`src/rtl/dma2d_pkg.sv`:
```
// Package: shared types for the 2-D DMA address generator.
// Assumes: nothing beyond SystemVerilog enum support.
package dma2d_pkg;

    // Control states of the frame sequencer
    typedef enum logic [1:0] {
        ST_IDLE  = 2'd0,
        ST_WAIT  = 2'd1,
        ST_ISSUE = 2'd2
    } dma2d_state_e;

endpackage

```
`src/rtl/dma2d_cfg_latch.sv`:
```
// Module: holds the frame configuration captured on a start.
// Assumes: capture is a single-cycle strobe from the sequencer.
module dma2d_cfg_latch #(
    parameter int ADDR_W = 32,
    parameter int LEN_W  = 16,
    parameter int CNT_W  = 16
) (
    input  logic              clk,
    input  logic              rst_n,
    input  logic              capture,
    input  logic [ADDR_W-1:0] in_base,
    input  logic [LEN_W-1:0]  in_len,
    input  logic [CNT_W-1:0]  in_lines,
    input  logic [ADDR_W-1:0] in_stride,
    input  logic              in_sync_dis,
    output logic [ADDR_W-1:0] q_base,
    output logic [LEN_W-1:0]  q_len,
    output logic [CNT_W-1:0]  q_lines,
    output logic [ADDR_W-1:0] q_stride,
    output logic              q_sync_dis
);

    // Sample the configuration registers when a frame is launched
    always_ff @(posedge clk) begin
        if (!rst_n) begin
            q_base     <= '0;
            q_len      <= '0;
            q_lines    <= '0;
            q_stride   <= '0;
            q_sync_dis <= 1'b0;
        end else if (capture) begin
            q_base     <= in_base;
            q_len      <= in_len;
            q_lines    <= in_lines;
            q_stride   <= in_stride;
            q_sync_dis <= in_sync_dis;
        end
    end

endmodule

```
`src/rtl/dma2d_line_walker.sv`:
```
// Module: tracks the current line index and its start address.
// Assumes: load and step are never asserted together; lines >= 1 while stepping.
module dma2d_line_walker #(
    parameter int ADDR_W = 32,
    parameter int CNT_W  = 16
) (
    input  logic              clk,
    input  logic              rst_n,
    input  logic              load,
    input  logic              step,
    input  logic [ADDR_W-1:0] base,
    input  logic [ADDR_W-1:0] stride,
    input  logic [CNT_W-1:0]  lines,
    output logic [ADDR_W-1:0] cur_addr,
    output logic              last_line
);

    localparam logic [CNT_W-1:0] ONE = CNT_W'(1);

    logic [CNT_W-1:0] idx;

    // Rewind to line 0 on load, advance by one stride on step
    always_ff @(posedge clk) begin
        if (!rst_n) begin
            cur_addr <= '0;
            idx      <= '0;
        end else if (load) begin
            cur_addr <= base;
            idx      <= '0;
        end else if (step) begin
            cur_addr <= cur_addr + stride;
            idx      <= idx + ONE;
        end
    end

    // Flag the final line of the frame
    always_comb last_line = (idx == lines - ONE);

endmodule

```
`src/rtl/dma2d_ctrl_fsm.sv`:
```
// Module: frame sequencer - start acceptance, sync wait, issue, loop and done.
// Assumes: cnt_zero and sync_dis_now describe the raw inputs in the start cycle.
module dma2d_ctrl_fsm
    import dma2d_pkg::*;
(
    input  logic clk,
    input  logic rst_n,
    input  logic start,
    input  logic cnt_zero,
    input  logic sync_dis_now,
    input  logic sync_dis_q,
    input  logic loop_en,
    input  logic sync_pulse,
    input  logic desc_ready,
    input  logic last_line,
    output logic capture,
    output logic load,
    output logic step,
    output logic desc_valid,
    output logic busy,
    output logic done
);

    dma2d_state_e state, state_nx;
    logic         hs_last;

    // Decode strobes for the datapath
    always_comb begin
        desc_valid = (state == ST_ISSUE);
        busy       = (state != ST_IDLE);
        capture    = (state == ST_IDLE) && start;
        hs_last    = desc_valid && desc_ready && last_line;
        step       = desc_valid && desc_ready && !last_line;
        load       = capture || (hs_last && loop_en);
    end

    // Next-state selection
    always_comb begin
        state_nx = state;
        unique case (state)
            ST_IDLE:
                if (capture && !cnt_zero)
                    state_nx = sync_dis_now ? ST_ISSUE : ST_WAIT;
            ST_WAIT:
                if (sync_pulse) state_nx = ST_ISSUE;
            ST_ISSUE:
                if (hs_last) begin
                    if (!loop_en)        state_nx = ST_IDLE;
                    else if (sync_dis_q) state_nx = ST_ISSUE;
                    else                 state_nx = ST_WAIT;
                end
            default: state_nx = ST_IDLE;
        endcase
    end

    // State register and completion pulse
    always_ff @(posedge clk) begin
        if (!rst_n) begin
            state <= ST_IDLE;
            done  <= 1'b0;
        end else begin
            state <= state_nx;
            done  <= (capture && cnt_zero) || hs_last;
        end
    end

endmodule

```
`src/rtl/dma2d_addr_gen.sv`:
```
// Module: 2-D DMA address generator top. Emits one {address, length}
// descriptor per line of a frame, with optional sync gating and looping.
// Assumes: start is a pulse; descriptor consumer follows valid/ready rules.
module dma2d_addr_gen #(
    parameter int ADDR_W = 32,
    parameter int LEN_W  = 16,
    parameter int CNT_W  = 16
) (
    input  logic              clk,
    input  logic              rst_n,
    input  logic              start,
    input  logic              loop_en,
    input  logic              sync_dis,
    input  logic              sync_pulse,
    input  logic [ADDR_W-1:0] cfg_base,
    input  logic [LEN_W-1:0]  cfg_len,
    input  logic [CNT_W-1:0]  cfg_lines,
    input  logic [ADDR_W-1:0] cfg_stride,
    output logic              desc_valid,
    input  logic              desc_ready,
    output logic [ADDR_W-1:0] desc_addr,
    output logic [LEN_W-1:0]  desc_len,
    output logic              busy,
    output logic              done
);

    logic              capture, load, step, last_line, cnt_zero;
    logic [ADDR_W-1:0] q_base, q_stride, walk_base;
    logic [CNT_W-1:0]  q_lines;
    logic [LEN_W-1:0]  q_len;
    logic              q_sync_dis;

    // Line 0 address comes from the raw input at launch, else from the latch
    always_comb begin
        cnt_zero  = (cfg_lines == '0);
        walk_base = capture ? cfg_base : q_base;
        desc_len  = q_len;
    end

    dma2d_cfg_latch #(.ADDR_W(ADDR_W), .LEN_W(LEN_W), .CNT_W(CNT_W)) u_cfg (
        .clk        (clk),
        .rst_n      (rst_n),
        .capture    (capture),
        .in_base    (cfg_base),
        .in_len     (cfg_len),
        .in_lines   (cfg_lines),
        .in_stride  (cfg_stride),
        .in_sync_dis(sync_dis),
        .q_base     (q_base),
        .q_len      (q_len),
        .q_lines    (q_lines),
        .q_stride   (q_stride),
        .q_sync_dis (q_sync_dis)
    );

    dma2d_line_walker #(.ADDR_W(ADDR_W), .CNT_W(CNT_W)) u_walk (
        .clk      (clk),
        .rst_n    (rst_n),
        .load     (load),
        .step     (step),
        .base     (walk_base),
        .stride   (q_stride),
        .lines    (q_lines),
        .cur_addr (desc_addr),
        .last_line(last_line)
    );

    dma2d_ctrl_fsm u_fsm (
        .clk         (clk),
        .rst_n       (rst_n),
        .start       (start),
        .cnt_zero    (cnt_zero),
        .sync_dis_now(sync_dis),
        .sync_dis_q  (q_sync_dis),
        .loop_en     (loop_en),
        .sync_pulse  (sync_pulse),
        .desc_ready  (desc_ready),
        .last_line   (last_line),
        .capture     (capture),
        .load        (load),
        .step        (step),
        .desc_valid  (desc_valid),
        .busy        (busy),
        .done        (done)
    );

endmodule

```
`config.mk`:
```
export PLATFORM = sky130hd
export DESIGN_NAME = dma2d_addr_gen
export DESIGN_NICKNAME = d
export VERILOG_FILES = /design/src/rtl/dma2d_pkg.sv /design/src/rtl/dma2d_cfg_latch.sv /design/src/rtl/dma2d_line_walker.sv /design/src/rtl/dma2d_ctrl_fsm.sv /design/src/rtl/dma2d_addr_gen.sv
export SDC_FILE = /design/constraint.sdc
export NUM_CORES = 1
export LEC_CHECK = 0
export ABC_CLOCK_PERIOD_IN_PS = 4250
export BUFFER_PORTS_ARGS = -buffer_cell sky130_fd_sc_hd__buf_4
export CAP_MARGIN = 10
export CORE_UTILIZATION = 50
export CTS_BUF_LIST = sky130_fd_sc_hd__clkbuf_8
export DETAILED_ROUTE_END_ITERATION = 12
export GPL_TIMING_DRIVEN = 0
export PLACE_DENSITY_LB_ADDON = 0.2
export SLEW_MARGIN = 20
export SYNTH_ARGS = -nofsm -noshare
export SYNTH_HDL_FRONTEND = slang
export SYNTH_SLANG_ARGS = --single-unit
```
`constraint.sdc`:
```
create_clock -name clk -period 4.25 [get_ports clk]
set_clock_uncertainty 0.1 [all_clocks]
set_input_delay 0.425 -clock clk [delete_from_list [all_inputs] [get_ports clk]]
set_output_delay 0.425 -clock clk [all_outputs]
set_load 0.03 [all_outputs]
```
==> results of run 1 <==
[timing repair]
item	in CTS	in global routing
hold endpoints to repair	0	0
endpoints found under the setup margin	0	10
buffers inserted	0	0
gates resized for setup	0	2
hold buffers	0	0
[metrics by stage]
| stage | utilization | instance area, um2 |
|---|---|---|
| after floorplan | - | 7920 |
| after global placement | 0.609 | 9330 |
| after detailed placement | 0.609 | 9330 |
| after CTS | 0.636 | 9740 |
| after global routing | 0.637 | 9750 |
| final | 0.637 | 9750 |
[cells by family after synthesis]
family / count (synthesis)
AND/OR/NAND/NOR: 407
AO/OA/AOI/OAI: 266
flip-flops: 148
buffers and inverters: 81
XOR/XNOR: 52
adder cells (fa/ha/maj): 34
multiplexers: 14
[power by group]
part / leakage, nW / internal (W) / switching [W]
Combinational: 2.70 / 0.000533 / 0.000862
Clock: 0.213 / 0.000587 / 0.000559
Sequential: 1.21 / 0.00154 / 0.000128
Total: 4.13 / 0.00266 / 0.00155
[worst max-delay path: cells and delay by family, from the launching register on]
family / cells / cell delay, ps
AO/OA/AOI/OAI: 3 / 870
AND/OR/NAND/NOR: 5 / 1520
flip-flops: 1 / 370
buffers and inverters: 3 / 760
adder cells (fa/ha/maj): 1 / 200
[layer usage]
layer,global-route usage,part of all wire,up-vias
li1,-,-,3906
met2,0.488,0.48,244
met3,0.0501,0.052,40
met1,0.370,0.45,3706
met4,0.116,0.026,0
met5,0,0,-
[cell type report]
| cell class | instances | share of cell area |
|---|---|---|
| Multi-Input combinational cell | 773 | 0.474 |
| Clock inverter | 11 | 0.0126 |
| Inverter | 26 | 0.0100 |
| Tap cell | 211 | 0.0271 |
| Timing Repair Buffer | 153 | 0.118 |
| Sequential cell | 148 | 0.304 |
| Buffer | 55 | 0.0255 |
| Clock buffer | 21 | 0.0296 |
[cells in the final DEF (no fill, tap or decap), types with 13 or more instances in the layout]
cell      netlist  routed
mux2i_1        14      14
dfxtp_1       148     148
xnor2_1        36      36
o21ai_0        32      32
inv_1          26      26
nor3_1         14      14
buf_4           1     154
nor2_1         63      63
and3_1         13      13
a21o_1         14      14
clkbuf_8        0      21
nor4_1         19      18
nand3_1        20      20
xor2_1         16      16
a221o_1        14      14
clkbuf_1       40      40
a21oi_1       126     126
ha_1           33      33
nand2_1       220     220
[sequential cells by signal, indices dropped and copies added (netlist names), 2 cells and up]
| register | flops |
|---|---|
| u_fsm.state | 2 |
| u_cfg.q_base | 32 |
| u_cfg.q_stride | 32 |
| u_walk.cur_addr | 32 |
| u_walk.idx | 16 |
| u_cfg.q_lines | 16 |
| u_cfg.q_len | 16 |
[path summary, 6_finish.rpt]
check | from | end | slack (ps) | cells past startpoint
max | u_cfg.q_lines[0]$_SDFFE_PN0P_ | u_walk.cur_addr[28]$_SDFFE_PN0P_ | 340 | 12
min | cfg_stride[20] | u_cfg.q_stride[20]$_SDFFE_PN0P_ | 110 | 3
max reg2reg | u_cfg.q_lines[0]$_SDFFE_PN0P_ | u_walk.cur_addr[28]$_SDFFE_PN0P_ | 340 | 12
min reg2reg | u_cfg.q_base[17]$_SDFF_PN0_ | u_cfg.q_base[17]$_SDFF_PN0_ | 360 | 2
==> flow_summary.toml, run 1 <==
[global_routing]
antenna_found_initial = 0
grt_pass1_wl_um = 36900
grt_max_degree = 17
track_usage = 0.291
gr-total-overflow = 0
grt_pass1_vias = 7310

[floorplanning]
io_pins = 154
die_area_um2 = 16300
rows = 45
die_h_um = 128
die_w_um = 128
core_um2 = 15300
floorplan.initialDensity = 0.517

[worst_setup_path]
worstPathCellList = "inv_1 > ha_1 > nor3b_2 > nand3_1 > a2bb2oi_1 > nor4_1 > nand4_1 > o31ai_2 > buf_2 > buf_2 > nand2_1 > a41oi_1"
worst_setup_path_end_kind = "flop"
crit_required_ps = 4520
crit_top_cell = "buf_2"
cpPeakStageDelay_ps = 610
path_max_fanout = 10
cp-start-kind = "flop"
critPathSlowestCell = "nor3b_2"
critPathKind = "flop to flop"
critPathArrivalTime_ps = 4180

[sta]
rsz0062_at_grt = "no"
final_hold_viol_count = 0
setup_viol_count_final = 0
tns_ps = 0
timing.hold.ws_ps = 111
report.final.slew_viol_count = 0
final.min_clock_period_ps = 3910
fin_crit_sh = 0.921
max-slew-margin-rel = 0.189
worst_slew_pin_slew_ps = 1210
fin_ws_ps = 337
max_clock_freq_mhz = 256

[synth]
synth_top_area_frac = 0.374
synth_top_area_cell = "dfxtp_1"
synth_seq_cells = 148
synth-simple-area-share = 0.239
synth_top_cells_by_area = "dfxtp_1 (37%), nand2_1 (10%), a21oi_1 (8.0%)"
yosysWarnings = 0
synth-xor-area-share = 0.0575
synthCells = 1002
synthFlopType = "dfxtp_1"
seq_area_frac_synth = 0.374
async_reset_ff_frac = 0
synth_compound_area_frac = 0.213
avgSynthCellArea_um2 = 7.90
muxShareOfSynthArea = 0.0177
synth_commonest_cells = "nand2_1 (220), dfxtp_1 (148), a21oi_1 (126)"
synth_top_family_by_area = "simple AND/OR/NAND/NOR gates"
yosysMostFrequentCell = "nand2_1"
netlist-cell-type-count = 71
netlist_area_um2 = 7920
synth_fa_ha_area_frac = 0.0547
synth_edf_count = 0
syn_nets = 1139

[final_layout]
layoutNonFillerInstCount = 1398
final-seq-area_um2 = 2960
nNetsFinal = 1311
multi_input_area_um2 = 4620
n_fill_cell = 1449
drive_above_1_share = 0.180
syn2layout_area_growth_pct = 23.2
diodes = 0

[clock_tree]
cts_tree = "done"
clock_sinks = 148
cts_buffers = 17
clock_path_buffers = 2
cts_htree_levels = 4
cts.root.buffer_cell = "clkbuf_8"
insertion_delay_ps = 450
clkTransAtPathRegs_ps = 90

[placement]
routabilityCongestion = 0.945
placed_cells = 1366
portBuffers = 153
hpwlAfterDp_um = 17700
dp_slack_ps = 266

[routing]
viasPerCell = 5.65
drt_pre_antenna_iters = 5
wirelength_um = 23300
drc = 0
vias = 7896
drt_iter0_drc = 515
wire_per_inst_um = 16.7
final_antenna_net_count = 0

[pwr]
p_leak_nw = 4.13
report.power.total_w = 0.00421
p_per_area_nw_per_um2 = 432
ir_drop_uv = 265

[run_status]
status = "completed"

[hold_path]
hp-class = "primary input to flop"

[flow_run]
maxCapViolCount = 0
Note: power is estimated with default switching activity, not from simulation.
==> run 2: changes to the inputs <==
- ABC_CLOCK_PERIOD_IN_PS: 4250 -> 4350
- CORE_UTILIZATION: 50 -> 40
- clock period: 4.25 -> 4.35 ns (I/O delays scaled with it)
==> flow_summary.toml, run 2 (synthesis gave the netlist of run 1 again) <==
[floorplanning]
core_um2 = 19500
rows = 51
die_w_um = 143
die_area_um2 = 20400
die_h_um = 143
io_pins = 154
floorplan.initialDensity = 0.407

[worst_setup_path]
crit_required_ps = 4620
startpoint = "u_cfg.q_lines[0]$_SDFFE_PN0P_"
worst_setup_path_end_kind = "flop"
path_max_fanout = 10
crit_buf_inv = 4
cp_top_family = "simple AND/OR/NAND/NOR gates"
r2r_start = "u_cfg.q_lines[0]$_SDFFE_PN0P_"
cpPeakStageDelay_ps = 520
critPathArrivalTime_ps = 4250
critPathSlowestCell = "o31ai_2"
worstPathCellList = "inv_1 > ha_1 > or3b_2 > clkbuf_1 > nor2_1 > a41oi_1 > nor4_1 > nand4_1 > o31ai_2 > buf_2 > buf_2 > nand2_1 > a41oi_1"
cp-start-kind = "flop"
critPathKind = "flop to flop"

[pwr]
ir_drop_uv = 258
p_int_w = 0.00269
p_sw_frac = 0.359
power.switching_w = 0.00150
p_per_area_nw_per_um2 = 426
p_clk_frac = 0.283
report.power.total_w = 0.00419
p_comb_frac = 0.327
p_seq_frac = 0.389
p_leak_nw = 4.13

[sta]
report.final.slew_viol_count = 0
max-slew-margin-rel = 0.372
setup_viol_count_final = 0
fin_ws_ps = 370
rsz0062_at_grt = "no"
timing.hold.ws_ps = 117
tns_ps = 0
fin_crit_sh = 0.915
max_clock_freq_mhz = 251
final_hold_viol_count = 0
worst_slew_pin_slew_ps = 942
final.min_clock_period_ps = 3980

[routing]
drt_iter0_drc = 583
viasPerCell = 5.37
drc = 0
drt_pre_antenna_iters = 5
wire_per_inst_um = 16.8
wirelength_um = 24400
final_antenna_net_count = 0
vias = 7782

[clock_tree]
cts_htree_levels = 4
clkTransAtPathRegs_ps = 80
insertion_delay_ps = 460
cts.root.buffer_cell = "clkbuf_8"
cts_buffers = 17
clock_path_buffers = 2
cts_tree = "done"
clock_sinks = 148

[final_layout]
layout_commonest_cell = "nand2_1"
n_fill_cell = 1950
layout_common_cells = "nand2_1 (220), buf_4 (154), dfxtp_1 (148)"
syn2layout_area_growth_pct = 24.4
final-seq-area_um2 = 2960
largest_registers = "u_cfg.q_base x32, u_cfg.q_stride x32, u_walk.cur_addr x32"
multi_input_area_um2 = 4620
diodes = 0
layoutNonFillerInstCount = 1450
nNetsFinal = 1311
drive_above_1_share = 0.179

[run_status]
status = "completed"

[hold_path]
hp-class = "primary input to flop"
min_from = "cfg_len[4]"

[global_routing]
gr-total-overflow = 0
antenna_found_initial = 0
grt_pass1_vias = 7355
grt_pass1_wl_um = 37800
grt_max_degree = 17
track_usage = 0.242

[placement]
hpwlAfterDp_um = 18400
routabilityCongestion = 0.903
dp_slack_ps = 338
portBuffers = 153
placed_cells = 1420

[flow_run]
maxCapViolCount = 0
## run 2: cell types whose count changed in the layout (fill, tap and decap cells not counted)
| cell | previous run | this run |
|---|---|---|
| clkbuf_8 | 21 | 20 |
| bufinv_16 | 2 | 4 |
| clkinvlp_4 | 1 | 3 |
| clkinv_2 | 4 | 2 |
| clkinv_4 | 1 | 0 |
| inv_6 | 3 | 0 |
| nor3_1 | 14 | 13 |
| nor3_2 | 0 | 1 |
| inv_1 | 26 | 27 |
## run 2: routing by layer
| layer | vias to the layer above | global-route usage | wire (um) |
|---|---|---|---|
| li1 | 3897 | - | - |
| met1 | 3618 | 0.312 | 11000 |
| met2 | 231 | 0.406 | 11600 |
| met3 | 36 | 0.0500 | 1320 |
| met4 | 0 | 0.0736 | 499 |
| met5 | - | 0 | 0 |
## run 2: worst reg2reg max path: stages, from the launching register on
cell,delay [ps]
dfxtp_1,380
inv_1,90
ha_1,190
or3b_2,450
clkbuf_1,190
nor2_1,130
a41oi_1,170
nor4_1,340
nand4_1,360
o31ai_2,530
buf_2,360
buf_2,350
nand2_1,90
a41oi_1,180
## run 2: worst paths after layout
| check | to | slack, ps | cells after the start |
|---|---|---|---|
| max | u_walk.cur_addr[14]$_SDFFE_PN0P_ | 370 | 13 |
| min | u_cfg.q_len[4]$_SDFFE_PN0P_ | 120 | 3 |
| max reg2reg | u_walk.cur_addr[14]$_SDFFE_PN0P_ | 370 | 13 |
| min reg2reg | u_cfg.q_len[11]$_SDFFE_PN0P_ | 350 | 2 |
## run 2: through the flow
stage           util  area, um2
2_1_floorplan      -       7920
3_3_place_gp   0.483       9400
3_5_place_dp   0.483       9400
4_1_cts        0.505       9830
5_1_grt        0.506       9850
6_report       0.506       9850
## run 2: final cells by class
type | count | area share
plain buffers | 55 | 0.0253
clock buffers | 20 | 0.0280
clock inverters | 10 | 0.0159
inverters | 26 | 0.00991
multi-input cells | 773 | 0.470
flip-flops and latches | 148 | 0.301
well taps | 265 | 0.0337
repair buffers | 153 | 0.117
## run 2: repair_timing
item | 4_1_cts | 5_1_grt
resized for setup | 0 | 2
endpoints found under the hold margin | 0 | 0
hold buffers | 0 | 0
setup endpoints to repair | 0 | 10
buffers inserted | 0 | 0
## run 2: power by group through the flow
stage          logic (W)  clock network [W]  registers [W]
5_1_grt          0.00149            0.00127        0.00165
2_1_floorplan   0.000801                  0        0.00174
6_report         0.00137            0.00119        0.00163
3_3_place_gp     0.00134                  0        0.00166
4_1_cts          0.00136            0.00121        0.00163
3_5_place_dp     0.00136                  0        0.00166
==> run 3: changes to the inputs <==
- ABC_CLOCK_PERIOD_IN_PS: 4350 -> 4900
- CELL_PAD_IN_SITES_DETAIL_PLACEMENT: not set -> 1
- CELL_PAD_IN_SITES_GLOBAL_PLACEMENT: not set -> 1
- clock period: 4.35 -> 4.9 ns (I/O delays scaled with it)
==> flow_summary.toml, run 3 (synthesis gave the netlist of run 1 again) <==
[worst_setup_path]
crit_required_ps = 5170
r2r_slack_ps = 700
cp-start-kind = "flop"
critPathArrivalTime_ps = 4470
worst_setup_path_end_kind = "flop"
path_max_fanout = 10
critPathKind = "flop to flop"

[clock_tree]
cts_htree_levels = 4
cts_buffers = 17
insertion_delay_ps = 460
post_cts_buffers = 0
cts_tree = "done"
cts_resized = 0
postCtsHoldBufs = 0
clock_path_buffers = 2
cts.root.buffer_cell = "clkbuf_8"
clock_sinks = 148
clkTransAtPathRegs_ps = 90

[floorplanning]
die_h_um = 143
die_area_um2 = 20400
core_um2 = 19500
rows = 51
floorplan.initialDensity = 0.407
die_w_um = 143
io_pins = 154

[global_routing]
grt_max_degree = 17
track_usage = 0.267
grt_pass1_wl_um = 41900
gr-total-overflow = 0
antenna_found_initial = 0
grt_pass1_vias = 8038

[placement]
portBuffers = 153
placed_area_um2 = 9400
routabilityCongestion = 0.910
hpwlAfterDp_um = 20300

[routing]
wire_per_inst_um = 18.3
vias = 8012
drt_iter0_drc = 378
viasPerCell = 5.52
drc = 0
wirelength_um = 26600
drt_pre_antenna_iters = 5
final_antenna_net_count = 0

[sta]
tns_ps = 0
final.min_clock_period_ps = 4200
report.final.slew_viol_count = 0
fin_crit_sh = 0.857
max-slew-margin-rel = 0.289
rsz0062_at_grt = "no"
max_clock_freq_mhz = 238
timing.hold.ws_ps = 173
setup_viol_count_final = 0
worst_slew_pin_slew_ps = 1060
final_hold_viol_count = 0

[flow_run]
maxCapViolCount = 0

[pwr]
p_per_area_nw_per_um2 = 376
p_leak_nw = 4.11
ir_drop_uv = 189

[run_status]
status = "completed"

[final_layout]
layout_common_cells = "nand2_1 (220), buf_4 (154), dfxtp_1 (148)"
n_fill_cell = 2440
postLayoutCellArea_um2 = 9810
syn2layout_area_growth_pct = 23.9
nNetsFinal = 1311
largest_registers = "u_cfg.q_base x32, u_cfg.q_stride x32, u_walk.cur_addr x32"
layout_commonest_cell = "nand2_1"
diodes = 0
drive_above_1_share = 0.179

[hold_path]
hp-class = "primary input to flop"
==> run 3: layout make-up <==
| type | count | area [um2] | area share |
|---|---|---|---|
| clock inverter | 13 | 145 | 0.0148 |
| sequential | 148 | 2960 | 0.302 |
| timing repair buffer | 153 | 1150 | 0.117 |
| clock buffer | 19 | 262 | 0.0267 |
| multi-input combinational | 773 | 4610 | 0.470 |
| tap | 265 | 332 | 0.0338 |
| buffer | 55 | 249 | 0.0254 |
| inverter | 26 | 97.6 | 0.00995 |
==> run 3: through the flow <==
step	utilization	worst slack, ps	instances	total power [W]
3_5_place_dp	0.483	818	1420	0.00271
3_3_place_gp	0.483	919	1420	0.00268
5_1_grt	0.504	498	1452	0.00389
4_1_cts	0.504	768	1452	0.00371
6_report	0.504	702	1452	0.00369
2_1_floorplan	-	1720	1002	0.00226
==> run 3: layer usage <==
metal,part of all wire,track usage,up-vias
met5,0,0,-
met1,0.45,0.326,3918
met4,0.029,0.102,0
li1,-,-,3895
met2,0.49,0.470,161
met3,0.032,0.0402,38
==> run 3: final timing paths <==
kind,cells past startpoint,from,end
max,10,u_cfg.q_lines[0]$_SDFFE_PN0P_,u_walk.cur_addr[20]$_SDFFE_PN0P_
min,3,cfg_len[11],u_cfg.q_len[11]$_SDFFE_PN0P_
max reg2reg,10,u_cfg.q_lines[0]$_SDFFE_PN0P_,u_walk.cur_addr[20]$_SDFFE_PN0P_
min reg2reg,2,u_cfg.q_len[11]$_SDFFE_PN0P_,u_cfg.q_len[11]$_SDFFE_PN0P_
==> run 3: critical path: stages, from the launching register on <==
cell	delay [ps]
dfxtp_1	390
nor4_1	920
nand4b_1	220
xnor2_1	230
nor4_1	300
nand4_1	340
o31ai_1	590
buf_2	360
buf_2	350
nand2_1	110
a41oi_1	200
==> run 3: where the power goes <==
group	internal [W]	leakage (nW)	total, W	switching, W
clock network	0.000486	0.199	0.00100	0.000516
registers	0.00134	1.21	0.00145	0.000115
logic	0.000461	2.70	0.00124	0.000776
total	0.00228	4.11	0.00369	0.00141
